[config.mk]
export PLATFORM = sky130hd
export DESIGN_NAME = fetch_arb_top
export DESIGN_NICKNAME = d
export VERILOG_FILES = /design/src/rtl/fa_pkg.sv /design/src/rtl/fa_cand_track.sv /design/src/rtl/fa_rr_pick.sv /design/src/rtl/fa_thread_state.sv /design/src/rtl/fetch_arb_top.sv
export SDC_FILE = /design/constraint.sdc
export NUM_CORES = 1
export LEC_CHECK = 0
export BUFFER_PORTS_ARGS = -buffer_cell sky130_fd_sc_hd__buf_2
export CAP_MARGIN = 25
export CORE_ASPECT_RATIO = 1.2
export CORE_MARGIN = 3
export CORE_UTILIZATION = 53
export DETAILED_ROUTE_END_ITERATION = 6
export GPL_TIMING_DRIVEN = 0
export PLACE_DENSITY = 0.83
export SETUP_SLACK_MARGIN = 0.4
export SLEW_MARGIN = 10
export SYNTH_ARGS = -nofsm -noshare
export SYNTH_HDL_FRONTEND = slang
export SYNTH_SLANG_ARGS = --single-unit
[constraint.sdc]
create_clock -name clk -period 3.67 [get_ports clk]
set_clock_uncertainty 0.15 [all_clocks]
set_input_delay 0.1835 -clock clk [delete_from_list [all_inputs] [get_ports clk]]
set_output_delay 0.1835 -clock clk [all_outputs]
set_load 0.02 [all_outputs]
[src/rtl/fa_pkg.sv]
package fa_pkg;
  // Outcome of a returning fetch response
  typedef enum logic [1:0] {
    RSP_IDLE    = 2'd0,
    RSP_KEEP    = 2'd1,
    RSP_DISCARD = 2'd2,
    RSP_STRAY   = 2'd3
  } rsp_kind_e;
endpackage

[src/rtl/fa_cand_track.sv]
module fa_cand_track #(
  parameter int N = 8
) (
  input  logic         clk,
  input  logic         rst,
  input  logic [N-1:0] run,
  input  logic [N-1:0] waitc,
  input  logic [N-1:0] buf_free,
  input  logic [N-1:0] stop,
  input  logic [N-1:0] flush,
  input  logic [N-1:0] pend,
  input  logic [N-1:0] grant_oh,
  output logic [N-1:0] cand,
  output logic [N-1:0] queued
);
  logic [N-1:0] base;
  logic [N-1:0] fresh;
  logic [N-1:0] q_q;

  for (genvar i = 0; i < N; i++) begin : g_thr
    always_comb begin
      base[i]  = (run[i] | waitc[i]) & buf_free[i] & ~stop[i];
      fresh[i] = base[i] & ~q_q[i] & ~pend[i];
    end
  end

  // latched candidates are not re-evaluated; a flush removes them
  assign cand = (q_q | fresh) & ~flush;

  always_ff @(posedge clk) begin
    if (rst) q_q <= '0;
    else     q_q <= cand & ~grant_oh;
  end

  assign queued = q_q;

  assert_no_queue_while_pending_R6: assert property (@(posedge clk) disable iff (rst)
    (q_q & pend) == '0);

  assert_ineligible_not_queued_R3: assert property (@(posedge clk) disable iff (rst)
    1'b1 |=> (q_q & $past(~q_q & ~base)) == '0);
endmodule

[src/rtl/fa_rr_pick.sv]
module fa_rr_pick #(
  parameter int N  = 8,
  parameter int TW = $clog2(N)
) (
  input  logic          clk,
  input  logic          rst,
  input  logic [N-1:0]  cand,
  input  logic          advance,
  output logic          any,
  output logic [N-1:0]  pick_oh,
  output logic [TW-1:0] pick_idx
);
  logic [TW-1:0] last_q;
  logic [N-1:0]  upper;
  logic [N-1:0]  sel;

  for (genvar i = 0; i < N; i++) begin : g_mask
    assign upper[i] = cand[i] & (TW'(i) > last_q);
  end

  assign sel = (|upper) ? upper : cand;
  assign any = |cand;

  always_comb begin
    pick_idx = '0;
    for (int i = N - 1; i >= 0; i--) begin
      if (sel[i]) pick_idx = TW'(i);
    end
  end

  assign pick_oh = any ? (N'(1) << pick_idx) : '0;

  always_ff @(posedge clk) begin
    if (rst)          last_q <= TW'(N - 1);
    else if (advance) last_q <= pick_idx;
  end

  assert_pick_onehot_R5: assert property (@(posedge clk) disable iff (rst)
    any |-> $onehot(pick_oh));

  assert_pick_from_cand_R5: assert property (@(posedge clk) disable iff (rst)
    (pick_oh & ~cand) == '0);
endmodule

[src/rtl/fa_thread_state.sv]
module fa_thread_state
  import fa_pkg::*;
#(
  parameter int N  = 8,
  parameter int TW = $clog2(N)
) (
  input  logic          clk,
  input  logic          rst,
  input  logic [N-1:0]  grant_oh,
  input  logic [N-1:0]  flush,
  input  logic          resp_valid,
  input  logic [TW-1:0] resp_tid,
  output logic [N-1:0]  pend,
  output logic          fill_valid,
  output logic [TW-1:0] fill_tid
);
  logic [N-1:0] pend_q;
  logic [N-1:0] drop_q;
  logic [N-1:0] hit;
  logic [N-1:0] hit_pend;
  rsp_kind_e    kind;

  for (genvar i = 0; i < N; i++) begin : g_hit
    assign hit[i] = resp_valid && (resp_tid == TW'(i));
  end

  assign hit_pend = hit & pend_q;

  always_comb begin
    if (!resp_valid)            kind = RSP_IDLE;
    else if (!pend_q[resp_tid]) kind = RSP_STRAY;
    else if (drop_q[resp_tid])  kind = RSP_DISCARD;
    else                        kind = RSP_KEEP;
  end

  always_ff @(posedge clk) begin
    if (rst) begin
      pend_q     <= '0;
      drop_q     <= '0;
      fill_valid <= 1'b0;
      fill_tid   <= '0;
    end else begin
      pend_q     <= (pend_q & ~hit_pend) | grant_oh;
      drop_q     <= (drop_q | (flush & pend_q)) & ~hit_pend;
      fill_valid <= (kind == RSP_KEEP);
      if (kind == RSP_KEEP) fill_tid <= resp_tid;
    end
  end

  assign pend = pend_q;

  assert_grant_sets_pending_R6: assert property (@(posedge clk) disable iff (rst)
    (grant_oh != '0) |=> (pend_q & $past(grant_oh)) == $past(grant_oh));

  assert_drop_only_when_pending_R10: assert property (@(posedge clk) disable iff (rst)
    (drop_q & ~pend_q) == '0);

  assert_stray_no_change_R11: assert property (@(posedge clk) disable iff (rst)
    (kind == RSP_STRAY && grant_oh == '0 && flush == '0) |=> !fill_valid && $stable(pend_q));
endmodule

[src/rtl/fetch_arb_top.sv]
module fetch_arb_top #(
  parameter int N  = 8,
  parameter int TW = $clog2(N)
) (
  input  logic          clk,
  input  logic          rst,
  input  logic [N-1:0]  thr_run,
  input  logic [N-1:0]  thr_wait,
  input  logic [N-1:0]  buf_free,
  input  logic [N-1:0]  stop_fetch,
  input  logic [N-1:0]  flush,
  input  logic          req_stall,
  input  logic          resp_valid,
  input  logic [TW-1:0] resp_tid,
  output logic          grant_valid,
  output logic [N-1:0]  grant_vec,
  output logic [TW-1:0] grant_tid,
  output logic [N-1:0]  pending,
  output logic [N-1:0]  queued,
  output logic          fill_valid,
  output logic [TW-1:0] fill_tid
);
  logic [N-1:0]  cand;
  logic [N-1:0]  pick_oh;
  logic [N-1:0]  grant_oh;
  logic [TW-1:0] pick_idx;
  logic          any;
  logic          advance;

  assign advance  = any & ~req_stall;
  assign grant_oh = advance ? pick_oh : '0;

  fa_cand_track #(.N(N)) u_cand (
    .clk      (clk),
    .rst      (rst),
    .run      (thr_run),
    .waitc    (thr_wait),
    .buf_free (buf_free),
    .stop     (stop_fetch),
    .flush    (flush),
    .pend     (pending),
    .grant_oh (grant_oh),
    .cand     (cand),
    .queued   (queued)
  );

  fa_rr_pick #(.N(N), .TW(TW)) u_pick (
    .clk      (clk),
    .rst      (rst),
    .cand     (cand),
    .advance  (advance),
    .any      (any),
    .pick_oh  (pick_oh),
    .pick_idx (pick_idx)
  );

  fa_thread_state #(.N(N), .TW(TW)) u_state (
    .clk        (clk),
    .rst        (rst),
    .grant_oh   (grant_oh),
    .flush      (flush),
    .resp_valid (resp_valid),
    .resp_tid   (resp_tid),
    .pend       (pending),
    .fill_valid (fill_valid),
    .fill_tid   (fill_tid)
  );

  always_ff @(posedge clk) begin
    if (rst) begin
      grant_valid <= 1'b0;
      grant_vec   <= '0;
      grant_tid   <= '0;
    end else begin
      grant_valid <= advance;
      grant_vec   <= grant_oh;
      grant_tid   <= advance ? pick_idx : '0;
    end
  end

  assert_stall_blocks_grant_R7: assert property (@(posedge clk) disable iff (rst)
    req_stall |=> !grant_valid);

  assert_grant_vec_matches_R5: assert property (@(posedge clk) disable iff (rst)
    grant_valid |-> grant_vec == (N'(1) << grant_tid));

  assert_no_grant_zero_vec_R5: assert property (@(posedge clk) disable iff (rst)
    !grant_valid |-> grant_vec == '0);

  assert_fill_follows_resp_R9: assert property (@(posedge clk) disable iff (rst)
    fill_valid |-> $past(resp_valid) && fill_tid == $past(resp_tid));
endmodule

==> metrics list, run 1 <==
* Overall die height: 78 um
- Yosys warns: 0
* Overall via count from detail_route: 2293
- Leakage: 1.29 nW
* Dominant combinational cell family by area after synthesis: compound AO/OA/AOI/OAI gates
- Setup repair after global routing left no endpoint under its margin.
- The setup path with the least slack is of type reg2reg.
- Global routing used 5.35% of the available met3 tracks.
* Post-synthesis net count: 296
- Nature of the critical path startpoint: register
- Adder-cell area share of the yosys netlist: 0%
- The post-route netlist has 34.9% of its cells at a drive strength greater than 1.
* HPWL after detailed placement: 5040 um
* Highest clock frequency the design can meet: 350 MHz
- GRT Residual Overflow: 0
- Maximum vdd drop: 0.288 mV
- Pin count of the biggest net entering global routing: 14
* Pre-antenna DRT Iters: 4
- Post-layout worst setup margin: 0.813 ns
- Area after detailed placement: 2740 um2
- Total of max-cap violations: 0
- Via count of the first global-routing pass: 2259
- In the global route stage, overall resource usage came out at 27.4%.
- 0 antenna diodes ended up in the layout.
- Post-route clock period utilization: 77.9%
* Post-Route WL: 6730 um
- Share of cell area taken by muxes after synthesis: 0.874%
- The final layout contains 381 nets.
* Master cell of the clock root buffer: sky130_fd_sc_hd__clkbuf_8
- Final Max Slew Viols: 0
* Cell area power density: 427 nW/um2
- Count of distinct cell types in the synthesized netlist: 68
- Global routing consumed, on the met2 layer, 44.7% of the routing resources.
* Sequential share of the synthesized area: 37.6%
- For this run, design rule violations remaining after detail routing come to 0.
* Global-route wire length before repair: 10800 um
* Cells taking the most area after synthesis: sky130_fd_sc_hd__dfxtp_1, sky130_fd_sc_hd__a21oi_1, sky130_fd_sc_hd__nor3b_1
- Initial drt markers: 212
- Die X: 66 um
- Once detail routing completed, the nets flagged for antenna violations numbered 0.
- The floorplan step defined a die boundary enclosing 5150 um2.
- TritonCTS built the clock tree.
* Relative slew margins: 53.0%
- The biggest area contributor in the post-synthesis netlist is sky130_fd_sc_hd__dfxtp_1.
- Slew at the pin closest to its max-slew limit: 0.702 ns
- Summing every instance area after synthesis gives 2290 um2.
- Initial core utilization: 56.7%
- Ratio of routed vias to standard cells: 5.89
* Post-CTS repair timing setup buffer count: 0
- After Yosys synthesis, and, or, nand and nor cells account for 24.9% of the synthesized area.
* Clock buffer count from CTS: 5
* Quantity of I/O buffers inserted on ports: 77
* Capturing element type of the critical path: register
* Global placement routability congestion: 0.982
* Count of hold buffers inserted by post-cts repair: 1
* Average cell area after synthesis: 9.20 um2
- Global routing used 34.7% of the available met1 tracks.
- Clock-pin slew of the registers on the worst-case setup and hold paths: 0.09 ns
- Number of failing setup endpoints in the final timing report: 0
- Reg2reg path depth: 9
- Top cells by instance count after synthesis: sky130_fd_sc_hd__dfxtp_1, sky130_fd_sc_hd__nor2_1, sky130_fd_sc_hd__a21oi_1, sky130_fd_sc_hd__nand2_1, sky130_fd_sc_hd__nor3_1
- Along the worst path, the maximum fanout reaches 10.
- Complex-gate fraction of the synthesized area: 30.6%
- Skew-Pair Late Insertion Delay: 0.30 ns
* Post-synthesis xor/xnor area fraction: 0%
* Final core utilization: 71.5%
- Number of cells on the worst hold path: 3
* Critical path arrival: 2.95 ns
- Critical Path RT: 3.76 ns
- Fin crit period: 2.86 ns
- Timing analysis after detailed placement gives a worst setup slack of 0.907 ns.
* Ports: 79
- Relative to the synthesized area, the layout overhead comes to 26.0%.
* Initial antenna violation count: 0
- Setup TNS: 0 ns
- Placed cell count: 380
* Post-route cell area: 2890 um2
- Hold violation count in the final report: 0
* Maximum count of clock buffers along a single path: 2
- Counting flops and latches in the post-synthesis netlist gives 43.
- Setup slack of the worst register-to-register path: 0.81 ns
- Most Used Layer, Global Route: met2
- Post-cts repair resize count: 0
* Placement row count: 25
- Dividing the detail-routed wire length by the instance count gives 17.3 um.
- Most repeated cell in the gate-level netlist after synthesis: sky130_fd_sc_hd__dfxtp_1
* Synthesized instance count: 249
* Post-synth top area share: 37.6%
- The min-delay analysis places its worst path in the category in2reg.
- Status: finished, final reports clean
* Count of placed standard cells in the final layout, fillers left out: 389
- The most used flip-flop cell after synthesis is sky130_fd_sc_hd__dfxtp_1.
* CTS sink cnt: 43
* Post-synth EDFFs: 0
- Of all flip-flops after synthesis, the portion carrying an async set or reset was 0%.
- The floorplan step defined a core boundary enclosing 4040 um2.
- Maximum level of the CTS H-tree: 2
## metal layers
metal | wire length [um] | vias to the layer above | share of wire [%]
li1 | - | 1108 | -
met2 | 3230 | 102 | 48
met1 | 2780 | 1064 | 41
met4 | 187 | 0 | 2.8
met5 | 0 | - | 0
met3 | 533 | 19 | 7.9
## registers in the layout, summed over array words and instances, names as in the netlist
name and count:
grant_tid 3, u_cand.queued 8, grant_valid 1, grant_vec 8
u_state.fill_tid 3, u_pick.last_q 3, u_state.fill_valid 1, u_state.drop_q 8
u_state.pend 8
## placed cells by master, fill, tap and decap left out, types with 6 or more instances in the layout
| master | instances |
|---|---|
| sky130_fd_sc_hd__nand2b_1 | 7 |
| sky130_fd_sc_hd__dfxtp_1 | 43 |
| sky130_fd_sc_hd__buf_2 | 78 |
| sky130_fd_sc_hd__clkbuf_1 | 6 |
| sky130_fd_sc_hd__a211oi_1 | 10 |
| sky130_fd_sc_hd__nor3b_1 | 11 |
| sky130_fd_sc_hd__clkbuf_8 | 8 |
| sky130_fd_sc_hd__nor2_1 | 19 |
| sky130_fd_sc_hd__nand2_1 | 17 |
| sky130_fd_sc_hd__inv_1 | 12 |
| sky130_fd_sc_hd__nor3_1 | 13 |
| sky130_fd_sc_hd__a21oi_1 | 18 |
## power by group
group | total [mW] | leakage [nW] | switching [mW] | internal [mW]
sequential | 0.506 | 0.349 | 0.0180 | 0.488
clock | 0.443 | 0.0654 | 0.171 | 0.272
combinational | 0.284 | 0.875 | 0.170 | 0.114
## kinds of logic (layout without fill, tap and decap cells)
group / Yosys count / count (layout)
buffers and inverters: 24 / 110
muxes: 2 / 2
AOI/OAI and AO/OA: 84 / 84
and+or+nand+nor: 96 / 96
DFF: 43 / 43
## stage by stage
step / hold WS (ns) / total power, mW
finish: 0.0461 / 1.23
global route: 0.0661 / 1.28
CTS: 0.0485 / 1.23
detailed placement: 0.297 / 0.794
global placement: 0.297 / 0.793
floorplan: 0.116 / 0.707
## final cells by class
| cell class | instances | area, um2 |
|---|---|---|
| plain buffers | 11 | 87.6 |
| fillers | 333 | 1150 |
| flip-flops and latches | 43 | 861 |
| clock inverters | 2 | 60.1 |
| multi-input cells | 182 | 1290 |
| clock buffers | 6 | 72.6 |
| inverters | 13 | 51.3 |
| repair buffers | 78 | 395 |
| well taps | 54 | 67.6 |
## path summary, 6_finish.rpt
check	end	from
min reg2reg	u_state.fill_tid[1]	u_state.fill_tid[1]
max	grant_vec[4]	u_state.pend[5]
min	u_state.fill_tid[2]	resp_tid[2]
max reg2reg	grant_vec[4]	u_state.pend[5]
## critical path, stage by stage (launching register included)
cell and delay (ns):
sky130_fd_sc_hd__dfxtp_1 0.39, sky130_fd_sc_hd__or3b_4 0.46, sky130_fd_sc_hd__o31ai_1 0.37, sky130_fd_sc_hd__a211oi_1 0.19, sky130_fd_sc_hd__and3_4 0.25, sky130_fd_sc_hd__o21ai_1 0.18
sky130_fd_sc_hd__o21ai_2 0.14, sky130_fd_sc_hd__o21ai_2 0.30, sky130_fd_sc_hd__buf_6 0.20, sky130_fd_sc_hd__and3_1 0.15
(Power assumes the default switching activity.)
==> run 2, diff against run 1 <==
--- a/config.mk
+++ b/config.mk
@@ -9,10 +9,10 @@
 export CAP_MARGIN = 25
 export CORE_ASPECT_RATIO = 1.2
 export CORE_MARGIN = 3
-export CORE_UTILIZATION = 53
+export CORE_UTILIZATION = 50
 export DETAILED_ROUTE_END_ITERATION = 6
 export GPL_TIMING_DRIVEN = 0
-export PLACE_DENSITY = 0.83
+export PLACE_DENSITY = 0.79
 export SETUP_SLACK_MARGIN = 0.4
 export SLEW_MARGIN = 10
 export SYNTH_ARGS = -nofsm -noshare
==> constraint.sdc (replaced) <==
create_clock -name clk -period 2.9 [get_ports clk]
set_clock_uncertainty 0.15 [all_clocks]
set_input_delay 0.145 -clock clk [delete_from_list [all_inputs] [get_ports clk]]
set_output_delay 0.145 -clock clk [all_outputs]
set_load 0.02 [all_outputs]
==> metrics list, run 2 (synthesized netlist as in run 1, its figures left out) <==
- Reg2reg path depth: 8
- Overall die height: 80.1 um
* Worst min-delay path class: in2reg
* Slew at the pin closest to its max-slew limit: 0.680 ns
* Placed cell count: 382
- The later pin in the worst-skew pair is clocked with a latency of 0.29 ns.
- The HPWL after detailed placement is 4850 um.
- Area after detailed placement: 2750 um2
- Post-route cell area: 3270 um2
* Initial antenna violation count: 0
* Maximum level of the CTS H-tree: 2
- The endpoint identified for the worst register-to-register timing path is u_cand.queued[1].
- Status: finished, final reports clean
- For this run, the top clock speed supported by timing is 368 MHz.
- Setup repair after global routing could not meet its margin everywhere.
- Pin count of the biggest net entering global routing: 14
- The routed design could run at a clock period as short as 2.72 ns.
- Crit path launch: u_state.pend[5]
- Count of placed standard cells in the final layout, fillers left out: 412
- Prior to clock tree synthesis, the placed netlist has a worst setup slack of 0.108 ns.
- Capturing element type of the critical path: register
- After floorplanning, the core was sized to cover 4330 um2.
- Antenna violation net count after detailed routing: 0
- Critical Path RT: 2.93 ns
- Maximum fanout count along the critical path: 6
- Setup total negative slack on the finished layout was measured at 0 ns.
- The final critical path takes up 93.7% of the cycle.
- For flop-to-flop paths, the worst setup slack is 0.18 ns.
* Initial drt markers: 231
* Startpoint of the worst-slack reg-to-reg timing path: u_state.pend[5]
- In this run the power spent charging and discharging nets is 0.501 mW.
- The number of hold violations in the final report is 0.
- Global-route wire length before repair: 10800 um
- Highest-count cells in the layout ignoring fill and taps: sky130_fd_sc_hd__buf_2, sky130_fd_sc_hd__dfxtp_1, sky130_fd_sc_hd__nor2_1, sky130_fd_sc_hd__nand2_1
* Global placement routability congestion: 0.878
- Per report_power, the clock group accounts for 25.2% of the total.
- At the worst endpoint, the arrival time is 2.74 ns.
- Post-layout worst setup margin: 0.182 ns
* Number of failing setup endpoints in the final timing report: 0
- The number of global-route vias before repair was 2278.
- Clock tree from TritonCTS: yes
- Dividing the detail-routed wire length by the instance count gives 17.9 um.
* Maximum vdd drop: 0.373 mV
- Combinational power share: 32.0%
- Cell area power density: 455 nW/um2
- Sequential cells burn 42.8% of the power.
* Initial core utilization: 52.9%
- Share of layout cells above drive strength 1: 48.9%
* Overall via count from detail_route: 2425
- Net switching is 33.6% of the power.
* Capturing instance or port of the critical path: u_cand.queued[1]
- STA classifies the critical path startpoint as a register.
- Total die area: 5430 um2
- Count of antenna diodes in the layout: 0
- On the final layout, the worst hold slack is 0.0261 ns.
- Die X: 67.8 um
- The number of clock buffers added by TritonCTS is 5.
- Pre-antenna DRT Iters: 4
- After floorplanning, the core was divided into 26 placement rows.
- Quantity of I/O buffers inserted on ports: 77
- Master cell of the clock root buffer: sky130_fd_sc_hd__clkbuf_8
- Post-Route WL: 7400 um
- Clock-pin slew of the registers on the worst-case setup and hold paths: 0.08 ns
- Ports: 79
- Final Max Slew Viols: 0
- In this run the deepest clock path goes through 2 buffers.
- The net count of the finished layout is 402.
* GRT Residual Overflow: 0
- Cells fill 75.7% of the core in the end.
- Number of remaining DRC errors: 0
* Leakage: 1.44 nW
- Ratio of routed vias to standard cells: 5.89
- Critical path type: reg2reg
* Internal Power: 0.988 mW
- Overall Power: 1.49 mW
- CTS sink cnt: 43
- In this run the tightest slew margin relative to its limit is 54.4%.
* Total of max-cap violations: 0
* Most common library cell in the layout ignoring fill and taps: sky130_fd_sc_hd__buf_2
- Relative area change from synthesis to final layout: 43.0%
- GRT Resource Usage Total: 26.3%
## run 2: changes by cell type in the layout (fill, tap and decap cells not counted), moves of 3 or more
cell | before | now
sky130_fd_sc_hd__dfxtp_1 | 43 | 38
sky130_fd_sc_hd__buf_4 | 0 | 16
sky130_fd_sc_hd__o21ai_4 | 1 | 4
sky130_fd_sc_hd__dfxtp_4 | 0 | 3
sky130_fd_sc_hd__buf_6 | 2 | 8
sky130_fd_sc_hd__nor3_2 | 0 | 7
sky130_fd_sc_hd__nor3_1 | 13 | 6
## run 2: repair_timing
item	in CTS	in global routing
buffers inserted	14	5
setup endpoints to repair	29	30
pin swaps	17	12
resized for setup	32	27
endpoints found under the hold margin	1	0
gates cloned	2	0
hold buffers	1	0
## run 2: worst min path at each step
stage / from / end / slack [ns] / cells after the start
finish: resp_tid[2] / u_state.fill_tid[2] / 0.03 / 3
global route: flush[4] / u_state.drop_q[4] / 0.05 / 3
CTS: resp_tid[2] / u_state.fill_tid[2] / 0.02 / 3
detailed placement: rst / grant_tid[2] / 0.27 / 2
global placement: rst / grant_tid[2] / 0.27 / 2
floorplan: rst / grant_tid[2] / 0.08 / 1
## run 2: power groups by stage
| stage | combinational, mW | clock (mW) | sequential [mW] |
|---|---|---|---|
| after detailed placement | 0.350 | 0 | 0.653 |
| final | 0.477 | 0.375 | 0.637 |
| after global placement | 0.347 | 0 | 0.652 |
| after floorplan | 0.222 | 0 | 0.672 |
| after CTS | 0.414 | 0.372 | 0.636 |
| after global routing | 0.507 | 0.408 | 0.639 |
## run 2: per-layer routing
metal / global-route usage (%) / vias up / wire [um]
met5: 0 / - / 0
met4: 11.1 / 0 / 156
met3: 3.92 / 16 / 495
met2: 45.2 / 109 / 3890
met1: 32.0 / 1154 / 2850
li1: - / 1146 / -
## run 2: worst max-delay path, cell delays in order (launching register included)
cell	delay, ns
sky130_fd_sc_hd__dfxtp_4	0.35
sky130_fd_sc_hd__or3b_4	0.40
sky130_fd_sc_hd__o31a_1	0.35
sky130_fd_sc_hd__and3_1	0.18
sky130_fd_sc_hd__a221oi_2	0.28
sky130_fd_sc_hd__o22ai_2	0.15
sky130_fd_sc_hd__o21ai_4	0.23
sky130_fd_sc_hd__o21ai_4	0.13
sky130_fd_sc_hd__o311a_1	0.37
## run 2: area by class of cell
cell class | count | area (um2)
clock inverters | 2 | 12.5
plain buffers | 11 | 90.1
flip-flops and latches | 43 | 875
fillers | 305 | 1050
multi-input cells | 182 | 1530
clock buffers | 6 | 72.6
repair buffers | 99 | 576
well taps | 56 | 70.1
inverters | 13 | 51.3
==> run 3, diff against run 2 <==
--- a/config.mk
+++ b/config.mk
@@ -5,6 +5,7 @@
 export SDC_FILE = /design/constraint.sdc
 export NUM_CORES = 1
 export LEC_CHECK = 0
+export ABC_AREA = 1
 export BUFFER_PORTS_ARGS = -buffer_cell sky130_fd_sc_hd__buf_2
 export CAP_MARGIN = 25
 export CORE_ASPECT_RATIO = 1.2
==> metrics list, run 3 <==
- The number of antenna diodes in the final layout is 0.
* Initial core utilization: 52.5%
* CTS sink cnt: 43
* Count of distinct cell types in the synthesized netlist: 34
- Worst path slowest cell: sky130_fd_sc_hd__dfxtp_1
- The top cell type by area accounts for 37.9% of the synthesized area.
- The area growth from synthesis to layout is 26.4%.
- The floorplan step set the die width to 67.5 um.
- Fill count: 406
* Ratio of routed vias to standard cells: 5.01
- Leaving out fill and tap cells, the most frequent cell in the layout is sky130_fd_sc_hd__buf_2.
- In this run, post-CTS hold repair placed 4 buffers.
- On the final layout, the worst hold slack is 0.0323 ns.
- Maximum vdd drop: 0.329 mV
- Adding up every negative setup slack in the final design gives 0 ns.
- Counting every net in the synthesized netlist gives 382.
- The flow ran to the end, and the final reports show no timing, DRC or antenna violations.
* Number of remaining DRC errors: 0
- Worst min-delay path class: in2reg
* Crit path launch: u_state.pend[4]
- Count of state elements after synthesis: 43
- Multi-input logic area: 1080 um2
- Total of max-cap violations: 0
- Summed over all layers, the routed wires come to 5770 um.
* Global-route wire length before repair: 9110 um
- The initial antenna violation count came to 0.
- For this run, the post-layout net count is 470.
* Dominant cell type by count on the critical path: sky130_fd_sc_hd__nand2_1
- Clock-pin slew of the registers on the worst-case setup and hold paths: 0.08 ns
* Placement row count: 26
- Initial drt markers: 128
- Among all cell types in the netlist, the one instantiated most often is sky130_fd_sc_hd__inv_1.
- Highest clock frequency the design can meet: 438 MHz
* Critical path arrival: 2.33 ns
* Relative slew margins: 63.5%
* Critical path type: reg2reg
* Maximum count of clock buffers along a single path: 2
- For this run, the number of standard cells in the final layout without fillers is 480.
* Maximum level of the CTS H-tree: 2
- The worst hold path begins at flush[1].
- GRT Residual Overflow: 0
* Quantity of I/O buffers inserted on ports: 77
- Along the worst path, the maximum fanout reaches 7.
- Post-synthesis instance area: 2270 um2
* Master cell of the clock root buffer: sky130_fd_sc_hd__clkbuf_8
* Stages on worst setup path: 15
- Placed cell count: 468
- Setup repair after global routing left no endpoint under its margin.
- GRT Resource Usage Total: 22.3%
* Average cell area after synthesis: 6.78 um2
- Synthesis handed over a netlist of 335 instances.
- Global placement routability congestion: 0.989
- The number of hold violations in the final report came to 0.
- The worst path uses 78.7% of the clock period.
- Clock buffer count from CTS: 5
* Ports: 79
- After clock tree synthesis, the repair step resized 0 gates.
- Of the synthesized area, sequential elements account for 37.9%.
* Async set or reset register ratio after synthesis: 0%
- In this design, the largest share of critical-path delay is due to simple AND/OR/NAND/NOR gates.
- The synthesized design spends more area on one cell type than any other, namely sky130_fd_sc_hd__dfxtp_1.
- In this run the critical register-to-register path is launched from u_state.pend[4].
- Top cells by instance count after synthesis: sky130_fd_sc_hd__inv_1, sky130_fd_sc_hd__nand2_1, sky130_fd_sc_hd__dfxtp_1, sky130_fd_sc_hd__nor2_1, sky130_fd_sc_hd__nand3_1
- Capturing element type of the critical path: register
- The number of setup buffers added after CTS is 0.
- Number of buffers and inverters on the critical path: 2
* Via count of the first global-routing pass: 2264
- Pin count of the biggest net entering global routing: 14
* Skew-Pair Late Insertion Delay: 0.30 ns
* Highest-count cells in the layout ignoring fill and taps: sky130_fd_sc_hd__buf_2, sky130_fd_sc_hd__inv_1, sky130_fd_sc_hd__nand2_1, sky130_fd_sc_hd__dfxtp_1, sky130_fd_sc_hd__nor2_1
- The setup check on the worst reg-to-reg path leaves a slack of 0.62 ns.
- Slew at the pin closest to its max-slew limit: 0.547 ns
* Number of cells on the worst hold path: 4
- Core Box Area: 4330 um2
- Critical-path cell list: inv_1 -> nand3_1 -> nand2_1 -> nand3_1 -> nand2_1 -> nor2_4 -> nand2_2 -> nand2_1 -> nand2_1 -> nand2_1 -> nor2_1 -> o21ai_4 -> nand4_2 -> nand3_1 -> inv_1
- Most used DFF post-synth: sky130_fd_sc_hd__dfxtp_1
* Clock tree from TritonCTS: yes
* Post-synth EDFFs: 0
* Fin crit period: 2.28 ns
- Yosys warns: 0
- Leakage: 1.60 nW
- The first TritonRoute pass finished after 4 iterations.
- The max-slew violation count came to 0.
- Share of layout cells above drive strength 1: 29.2%
- Overall die height: 79.8 um
* Worst path max stage delay: 0.41 ns
- Power spread over the standard cell area amounts to 474 nW/um2.
* Overall via count from detail_route: 2403
* Sequential cell area: 861 um2
- STA puts the critical path data required time at 2.95 ns.
- Dividing the detail-routed wire length by the instance count gives 12.0 um.
* Cells taking the most area after synthesis: sky130_fd_sc_hd__dfxtp_1, sky130_fd_sc_hd__inv_1, sky130_fd_sc_hd__nand2_1
* Final core utilization: 66.3%
* Antenna violation net count after detailed routing: 0
* Nature of the critical path startpoint: register
- HPWL after detailed placement: 4710 um
- Reg2reg path depth: 15
- The die covers 5390 um2.
- The design draws 1.36 mW.
- Number of failing setup endpoints in the final timing report: 0
run 3: changes by cell type after synthesis, moves of 5 or more:
cell / change
sky130_fd_sc_hd__and3_1: -5
sky130_fd_sc_hd__nand3_2: +6
sky130_fd_sc_hd__nor2_1: +15
sky130_fd_sc_hd__a211oi_1: -10
sky130_fd_sc_hd__o21ai_0: +6
sky130_fd_sc_hd__nand2_1: +44
sky130_fd_sc_hd__inv_2: +8
sky130_fd_sc_hd__nand2_2: +6
sky130_fd_sc_hd__nand2b_1: -7
sky130_fd_sc_hd__nand3_1: +22
sky130_fd_sc_hd__inv_1: +63
sky130_fd_sc_hd__nor3_1: -10
sky130_fd_sc_hd__nor3b_1: -11
run 3: logic make-up after synthesis:
| logic type | Yosys count | share of synthesized area, % |
|---|---|---|
| buffers and inverters | 87 | 14.4 |
| flip-flops | 43 | 37.9 |
| AO/OA/AOI/OAI | 53 | 14.6 |
| AND/OR/NAND/NOR | 152 | 33.1 |
run 3: cell type report:
cell class,instances,area share [%]
Sequential cell,43,30.0
Clock buffer,7,3.36
Clock inverter,1,0.262
Inverter,83,10.9
Timing Repair Buffer,81,14.8
Multi-Input combinational cell,205,37.7
Tap cell,56,2.44
Buffer,4,0.567
run 3: final timing paths:
kind	endpoint
setup / recovery	u_cand.queued[1]
setup reg to reg	u_cand.queued[1]
hold reg to reg	u_state.fill_tid[2]
hold / removal	u_cand.queued[1]
run 3: layer usage:
metal	wire length [um]	global-route usage, %
met5	0	0
met3	344	5.07
met4	146	12.0
met1	2320	24.2
met2	2960	39.0
run 3: power by group:
group / leakage (nW) / internal (mW) / switching [mW]
clock network: 0.0505 / 0.217 / 0.209
registers: 0.349 / 0.616 / 0.0189
logic: 1.20 / 0.104 / 0.195
run 3: stage by stage:
stage / area [um2] / worst slack [ns]
global placement: 2730 / 0.693
floorplan: 2270 / 0.832
CTS: 2870 / 0.628
global route: 2870 / 0.430
finish: 2870 / 0.617
detailed placement: 2730 / 0.634
run 3: worst min-delay path: cells and delay by family:
family / cells / cell delay (ns)
AO/OA/AOI/OAI: 1 / 0.07
buffers and inverters: 2 / 0.14
AND/OR/NAND/NOR: 1 / 0.09
